$ cat src/rtl/rst_cause_pkg.sv
package rst_cause_pkg;
  localparam int CAUSE_W   = 8;
  localparam int CB_POR    = 0;
  localparam int CB_PIN    = 1;
  localparam int CB_WDOG   = 2;
  localparam int CB_CLK    = 3;
  localparam int CB_LVD    = 4;
  localparam int CB_WAKE   = 5;
  localparam int CB_SW     = 6;
  localparam int CB_LOCKUP = 7;
  localparam logic [CAUSE_W-1:0] POR_CAUSE =
    CAUSE_W'((1 << CB_POR) | (1 << CB_LVD));
  // indices into the asynchronous input bank
  localparam int AS_PIN  = 0;
  localparam int AS_LOWV = 1;
  localparam int AS_SUP  = 2;
  localparam int AS_WAKE = 3;
  localparam int AS_TEST = 4;
  localparam int AS_N    = 5;
endpackage

$ cat src/rtl/rch_sync.sv
module rch_sync #(
  parameter int W      = 5,
  parameter int STAGES = 2
) (
  input  logic         clk_i,
  input  logic         clr_i,
  input  logic [W-1:0] d_i,
  output logic [W-1:0] q_o
);
  logic [W-1:0] stg [STAGES];

  always_ff @(posedge clk_i or posedge clr_i) begin
    if (clr_i) stg[0] <= '0;
    else       stg[0] <= d_i;
  end

  for (genvar s = 1; s < STAGES; s++) begin : g_stage
    always_ff @(posedge clk_i or posedge clr_i) begin
      if (clr_i) stg[s] <= '0;
      else       stg[s] <= stg[s-1];
    end
  end

  assign q_o = stg[STAGES-1];
endmodule

$ cat src/rtl/rch_stretch.sv
module rch_stretch #(
  parameter int STRETCH = 16
) (
  input  logic clk_i,
  input  logic clr_i,
  input  logic act_i,
  output logic rst_o
);
  localparam int CW = $clog2(STRETCH + 1);
  localparam logic [CW-1:0] LOAD = CW'(STRETCH);

  logic [CW-1:0] cnt;
  logic          rst_q;

  always_ff @(posedge clk_i or posedge clr_i) begin
    if (clr_i) begin
      cnt   <= LOAD;
      rst_q <= 1'b1;
    end else if (act_i) begin
      cnt   <= LOAD;
      rst_q <= 1'b1;
    end else if (cnt != '0) begin
      cnt   <= cnt - 1'b1;
      rst_q <= 1'b1;
    end else begin
      rst_q <= 1'b0;
    end
  end

  assign rst_o = rst_q;

  p_req_sets_rst_r1: assert property (@(posedge clk_i) disable iff (clr_i)
    act_i |=> rst_q);
  p_fall_after_quiet_r2: assert property (@(posedge clk_i) disable iff (clr_i)
    $fell(rst_q) |-> !$past(act_i));
endmodule

$ cat src/rtl/rch_status.sv
module rch_status
  import rst_cause_pkg::*;
(
  input  logic               clk_i,
  input  logic               clr_i,
  input  logic               in_rst_i,
  input  logic               act_i,
  input  logic [CAUSE_W-1:0] src_i,
  output logic [CAUSE_W-1:0] cause_o
);
  logic [CAUSE_W-1:0] cause_q;

  always_ff @(posedge clk_i or posedge clr_i) begin
    if (clr_i)                 cause_q <= POR_CAUSE;
    else if (!in_rst_i && act_i) cause_q <= src_i;
    else if (in_rst_i)         cause_q <= cause_q | src_i;
  end

  assign cause_o = cause_q;

  p_new_event_load_r7: assert property (@(posedge clk_i) disable iff (clr_i)
    (!in_rst_i && act_i) |=> (cause_o == $past(src_i)));
  p_hold_when_idle_r8: assert property (@(posedge clk_i) disable iff (clr_i)
    (!in_rst_i && !act_i) |=> $stable(cause_o));
endmodule

$ cat src/rtl/rst_cause_hub.sv
module rst_cause_hub
  import rst_cause_pkg::*;
#(
  parameter int SYNC_STAGES = 2,
  parameter int STRETCH     = 16
) (
  input  logic               clk_i,
  input  logic               por_i,
  input  logic               pin_rst_i,
  input  logic               wdog_i,
  input  logic               clkloss_i,
  input  logic               lowv_i,
  input  logic               supply_ok_i,
  input  logic               wake_i,
  input  logic               swreq_i,
  input  logic               lockup_i,
  input  logic               flashport_i,
  input  logic               dbgport_i,
  input  logic               test_rst_i,
  output logic               sys_rst_o,
  output logic               dbg_rst_o,
  output logic [CAUSE_W-1:0] cause_o
);
  logic [AS_N-1:0]    as_raw, as_s;
  logic               lvd_hold;
  logic               any_act;
  logic [CAUSE_W-1:0] src;

  always_comb begin
    as_raw          = '0;
    as_raw[AS_PIN]  = pin_rst_i;
    as_raw[AS_LOWV] = lowv_i;
    as_raw[AS_SUP]  = supply_ok_i;
    as_raw[AS_WAKE] = wake_i;
    as_raw[AS_TEST] = test_rst_i;
  end

  rch_sync #(.W(AS_N), .STAGES(SYNC_STAGES)) u_sync (
    .clk_i (clk_i),
    .clr_i (por_i),
    .d_i   (as_raw),
    .q_o   (as_s)
  );

  always_ff @(posedge clk_i or posedge por_i) begin
    if (por_i)              lvd_hold <= 1'b1;
    else if (as_s[AS_LOWV]) lvd_hold <= 1'b1;
    else if (as_s[AS_SUP])  lvd_hold <= 1'b0;
  end

  always_comb begin
    src            = '0;
    src[CB_PIN]    = as_s[AS_PIN];
    src[CB_WDOG]   = wdog_i;
    src[CB_CLK]    = clkloss_i;
    src[CB_LVD]    = lvd_hold | as_s[AS_LOWV];
    src[CB_WAKE]   = as_s[AS_WAKE];
    src[CB_SW]     = swreq_i;
    src[CB_LOCKUP] = lockup_i;
    any_act        = (|src) | flashport_i | dbgport_i;
  end

  rch_stretch #(.STRETCH(STRETCH)) u_stretch (
    .clk_i (clk_i),
    .clr_i (por_i),
    .act_i (any_act),
    .rst_o (sys_rst_o)
  );

  rch_status u_status (
    .clk_i    (clk_i),
    .clr_i    (por_i),
    .in_rst_i (sys_rst_o),
    .act_i    (any_act),
    .src_i    (src),
    .cause_o  (cause_o)
  );

  assign dbg_rst_o = as_s[AS_TEST];

  p_lvd_holds_reset_r6: assert property (@(posedge clk_i) disable iff (por_i)
    (lvd_hold && !as_s[AS_SUP]) |=> sys_rst_o);
  p_test_isolated_r9: assert property (@(posedge clk_i) disable iff (por_i)
    ($rose(dbg_rst_o) && !sys_rst_o && !any_act) |=> !sys_rst_o);
endmodule

$ cat config.mk
export PLATFORM = sky130hd
export DESIGN_NAME = rst_cause_hub
export DESIGN_NICKNAME = d
export VERILOG_FILES = /design/src/rtl/rst_cause_pkg.sv /design/src/rtl/rch_sync.sv /design/src/rtl/rch_stretch.sv /design/src/rtl/rch_status.sv /design/src/rtl/rst_cause_hub.sv
export SDC_FILE = /design/constraint.sdc
export NUM_CORES = 1
export LEC_CHECK = 0
export ABC_CLOCK_PERIOD_IN_PS = 4200
export BUFFER_PORTS_ARGS = -buffer_cell sky130_fd_sc_hd__clkbuf_2
export CORE_MARGIN = 5
export CORE_UTILIZATION = 30
export CTS_CLUSTER_SIZE = 30
export DETAILED_ROUTE_END_ITERATION = 10
export PLACE_DENSITY = 0.56
export SETUP_SLACK_MARGIN = 0.5
export SLEW_MARGIN = 0
export SYNTH_ARGS = -nofsm -noshare
export SYNTH_HDL_FRONTEND = slang
export SYNTH_SLANG_ARGS = --single-unit
$ cat constraint.sdc
create_clock -name clk_i -period 4.2 [get_ports clk_i]
set_input_delay 0.84 -clock clk_i [delete_from_list [all_inputs] [get_ports clk_i]]
set_output_delay 0.84 -clock clk_i [all_outputs]
set_load 0.02 [all_outputs]
### Yosys cells after proc, flatten, opt, wreduce, memory -nomap -nowiden

Index checks and enable logic that the tools add are counted.

| storage, ports and cells | value |
|---|---|
| bits in registers | 25 |
| output and inout port bits | 10 |
| word-level logic and storage cells | 26 |

| operators by class | value |
|---|---|
| add/sub/neg operators | 1 |
| mux-type cells | 8 |
| bitwise logic cells | 4 |
| reduce and logical (&&, ||, !) cells | 7 |

Operators by type and width:

| kind | count |
|---|---|
| $mux W8 | 2 |
| $mux W5 | 2 |
| $or A8 B8 Y8 | 1 |
| $reduce_or A7 Y1 | 1 |
| $reduce_bool A2 Y1 | 3 |
| $reduce_bool A5 Y1 | 1 |
| $sub A5 B1 Y5 const B | 1 |
| $mux W1 | 4 |
| $or A1 B1 Y1 | 3 |
| $logic_and A1 B1 Y1 | 1 |
| $logic_not A1 Y1 | 1 |

### Logic depth before layout (Yosys ltp)

| logic depth | value |
|---|---|
| depth in word-level cells | 6 |
| depth in mapped cells | 6 |
| gate-level depth less buffers | 5 |

### Hierarchy

Synthesis repeated with hierarchy kept, for this count alone.

| second synthesis, totals | value |
|---|---|
| cell total of the unflattened synthesis | 90 |
| area, all modules | 1006.0 um2 |

Modules (own cells, without submodules):

| module | times used | cells each | area each (um2) |
|---|---|---|---|
| rch_status | 1 | 37 | 354.1 |
| rch_sync | 1 | 16 | 291.5 |
| rch_stretch | 1 | 28 | 289.0 |
| rst_cause_hub | 1 | 9 | 71.3 |

### Worst setup path before layout

Ideal clock, no wire load.

| path | value |
|---|---|
| path type | input to register |
| start point | in lockup_i |
| end point | reg u_stretch.rst_q (netlist: u_stretch.rst_o) |
| data arrival time | 1627 ps |
| required time | 4118 ps |
| slack | 2491 ps |
| stages on the path | 3 |
| path through | nor4_1 -> nand3_1 -> or2_1 |

| between the ends | value |
|---|---|
| cells in the longest elaborated chain, start to end | 4 |

Ends and longest elaborated chain:

| element | line | source |
|---|---|---|
| start, declared | rst_cause_hub.sv:16 | `input logic lockup_i,` |
| $reduce_or A7 Y1 | rst_cause_hub.sv:60 | `any_act = (\|src) \| flashport_i \| dbgport_i;` |
| $or A1 B1 Y1 (2 in a row) | rst_cause_hub.sv:60 |  |
| $mux W1 | rch_stretch.sv:19 | `end else if (act_i) begin` |
| end signal, assigned | rch_stretch.sv:18 | `rst_q <= 1'b1;` |
| end signal, assigned | rch_stretch.sv:21 | `rst_q <= 1'b1;` |
| end signal, assigned | rch_stretch.sv:24 | `rst_q <= 1'b1;` |
| end, declared | rch_stretch.sv:13 | `logic rst_q;` |

No other way between the ends.
A chain may end at the register's enable or synchronous reset.

### Worst setup path in the final report

| path | value |
|---|---|
| start point | reg u_stretch.rst_q (netlist: u_stretch.rst_o) |
| end point | out sys_rst_o |

RTL lines:

| element | line | source |
|---|---|---|
| end, declared | rst_cause_hub.sv:20 | `output logic sys_rst_o,` |

No word-level cell between the ends.

==> flow_metrics.tcl <==
set metrics [dict create \
    ys.flop_type "dfrtp_1" \
    regArea_um2 632 \
    yosys-top-cells-count "20 x dfrtp_1, 8 x a21o_1, 5 x dfstp_2" \
    rrSetupSlack_ns 2.53 \
    drive_gt1_share_pct 37.9 \
    cp.buffers_inverters 1 \
    grt_max_degree 26 \
    path_depth 1 \
    cp-endpoint "sys_rst_o" \
    power_density_nw_per_um2 359 \
    cp_max_fo 2 \
    setup_violations 0 \
    cp-startpoint "u_stretch.rst_o" \
    gr-usage-met1_pct 9.94 \
    antenna_found_initial 0 \
    fillers 281 \
    gr-usage-all-layers_pct 8.29 \
    rsz0062_at_grt "false" \
    startpoint_type "register" \
    cts.repair.resized 0 \
    first_pass_iters 3 \
    finClkSkew_ns 0.00626 \
    cts_max_level 1 \
    synth_edf_count 0 \
    place.gp.congestion 0.733 \
    tns_ns 0 \
    viasPerCell 4.83 \
    cp_top_family "flip-flops" \
    tritoncts "built" \
    post_cts_buffers 0 \
    synth_top_area_cell "dfrtp_1" \
    grtUsageMet2_pct 12.9 \
    clkSlewWorstSetupHoldPaths_ns 0.14 \
    clk_latency_ns 0.32 \
    antenna_cells 0 \
    yosysMostFrequentCell "dfrtp_1" \
    die_h_um 63.9 \
    worstHoldPathType "register to register" \
    grt_pass1_wl_mm 2.71 \
    p_leak_nw 0.476 \
    drv_slew 0 \
    synth_fp_nets 76 \
    synthDominantCellAreaShare_pct 57.4 \
    arrival_ns 1.06 \
    grt_pass1_vias 639 \
    multi_input_area_um2 220 \
    core_um2 2780 \
    syn_avg_cell_area_um2 14.1 \
    fin_nets 102 \
    drtIter0Drc 5 \
    ys_async_sr_fraction_pct 100 \
    ys_top_cells_by_area "dfrtp_1 57%, dfstp_2 15%, a21o_1 6.9%" \
    synth.yosys.seq_area_share_pct 72.5 \
    status "complete, no violations" \
    worstReg2RegStart "u_stretch.cnt[0]" \
    slew_headroom_pct 39.8 \
    die-area_um2 4090 \
    layout.cells.non_filler 118 \
    drv_cap 0 \
    vias 570 \
    use_met3_pct 4.38 \
    clock-sinks 25 \
    dpl.cell_count 114 \
    power.total_mw 0.376 \
    syn2layout_area_growth_pct 20.1 \
    worst_ep_required_time_ns 3.36 \
    max_stage_delay_ns 0.57 \
    cp_cell_sequence "clkbuf_2" \
    fmax_mhz 526 \
    gr-max-usage-layer "met2" \
    root_buffer "clkbuf_4" \
    dp_hpwl_mm 1.13 \
    cts_buffer_depth 2 \
    ys_ff_latch 25 \
    min_period_ns 1.90 \
    syn_area_um2 872 \
    hold_violations 0 \
    grt_overflow_total 0 \
    worst_slew_pin_slew_ns 0.902 \
    ys_warn_count 0 \
    synthCells 62 \
    crit_type "register to output pin" \
    peakVddDrop_mv 0.281 \
    wl_mm 1.51 \
    rows 19 \
    drc_errors 0 \
    end_kind "output pin" \
    die_w_um 63.9 \
    hold_buffers 0 \
    period_share_pct 45.3 \
    reg2reg_depth 5 \
    yosysUniqueCellTypes 22 \
    r2r_end "u_stretch.cnt[0]" \
    io_buffers 22 \
    detail-route-antenna-nets 0 \
    io_pins 23 \
    start_util_pct 31.4 \
    wl_per_cell_um 12.8 \
    fin_util_pct 37.7 \
    numCtsBuffers 3 \
    slowest_stage "dfstp_2" \
]
[layer usage]
metal | share of wire [%] | up-vias
met2 | 43 | 25
li1 | - | 260
met3 | 10 | 2
met1 | 46 | 283
met5 | 0 | -
met4 | 1.3 | 0
[worst register-to-register path, stage by stage (launching register included)]
cell and delay (ns):
dfrtp_1 0.44, inv_1 0.07, ha_1 0.23, or4b_1 0.58
xnor2_1 0.20, nor2_1 0.06
[through the flow]
step | area [um2] | worst slack (ns) | hold slack, ns
2_1_floorplan | 872 | 2.49 | 0.331
3_3_place_gp | 1020 | 2.14 | 0.334
3_5_place_dp | 1020 | 2.12 | 0.336
4_1_cts | 1050 | 2.29 | 0.368
5_1_grt | 1050 | 2.25 | 0.380
6_report | 1050 | 2.30 | 0.366
[area by class of cell]
class                           count  share of cell area [%]
Sequential cell                    25                    60.3
Multi-Input combinational cell     32                    21.0
Timing Repair Buffer               22                    10.5
Tap cell                           31                    3.70
Clock buffer                        3                    2.15
Inverter                            4                    1.43
Clock inverter                      1                   0.836
[placed cells by master (no fill, tap or decap)]
cell      netlist  layout
or4b_1          1       1
nand3b_1        2       2
xnor2_1         1       1
nor4_1          2       2
a31o_2          1       1
nand2b_1        2       2
ha_1            1       1
a211o_1         1       1
or2b_1          1       1
or2_1           1       1
inv_6           0       1
dfstp_2         5       5
inv_1           4       4
nor3_1          1       1
nand2_1         1       1
nor2_1          4       4
a21o_1          8       8
nand3_1         1       1
a21oi_1         2       2
and2_1          1       1
clkbuf_4        0       3
clkbuf_2        0      22
a211oi_2        1       1
dfrtp_1        20      20
[worst min-delay path by stage]
stage	start	to	slack, ns	depth (start not counted)
2_1_floorplan	u_sync.stg[5]	u_sync.q_o[0]	0.33	0
3_3_place_gp	u_sync.stg[5]	u_sync.q_o[0]	0.33	0
3_5_place_dp	u_sync.stg[7]	u_sync.q_o[2]	0.34	0
4_1_cts	u_sync.stg[9]	u_sync.q_o[4]	0.37	0
5_1_grt	u_sync.stg[7]	u_sync.q_o[2]	0.38	0
6_report	u_sync.stg[9]	u_sync.q_o[4]	0.37	0
[state kept, by name (all words and copies together) (netlist names)]
register and flops:
u_stretch.cnt 5, u_status.cause_o 8, u_stretch.rst_o 1, u_sync.stg 5, lvd_hold 1, u_sync.q_o 5
[power by group]
part | total, mW | leakage (nW) | switching (mW) | internal, mW
logic | 0.0134 | 0.181 | 0.00811 | 0.00528
registers | 0.249 | 0.277 | 0.00236 | 0.247
clock network | 0.113 | 0.0183 | 0.0747 | 0.0388
total | 0.376 | 0.476 | 0.0852 | 0.291
[cells by family (layout without fill, tap and decap cells)]
family	count (synthesis)	in the layout	share of synthesized area (%)
flip-flops	25	25	72.5
adder cells (fa/ha/maj)	1	1	1.43
AO/OA/AOI/OAI	13	13	11.5
XOR/XNOR	1	1	1.00
buffers and inverters	5	30	2.29
AND/OR/NAND/NOR	17	17	11.3
(Power assumes the default switching activity.)
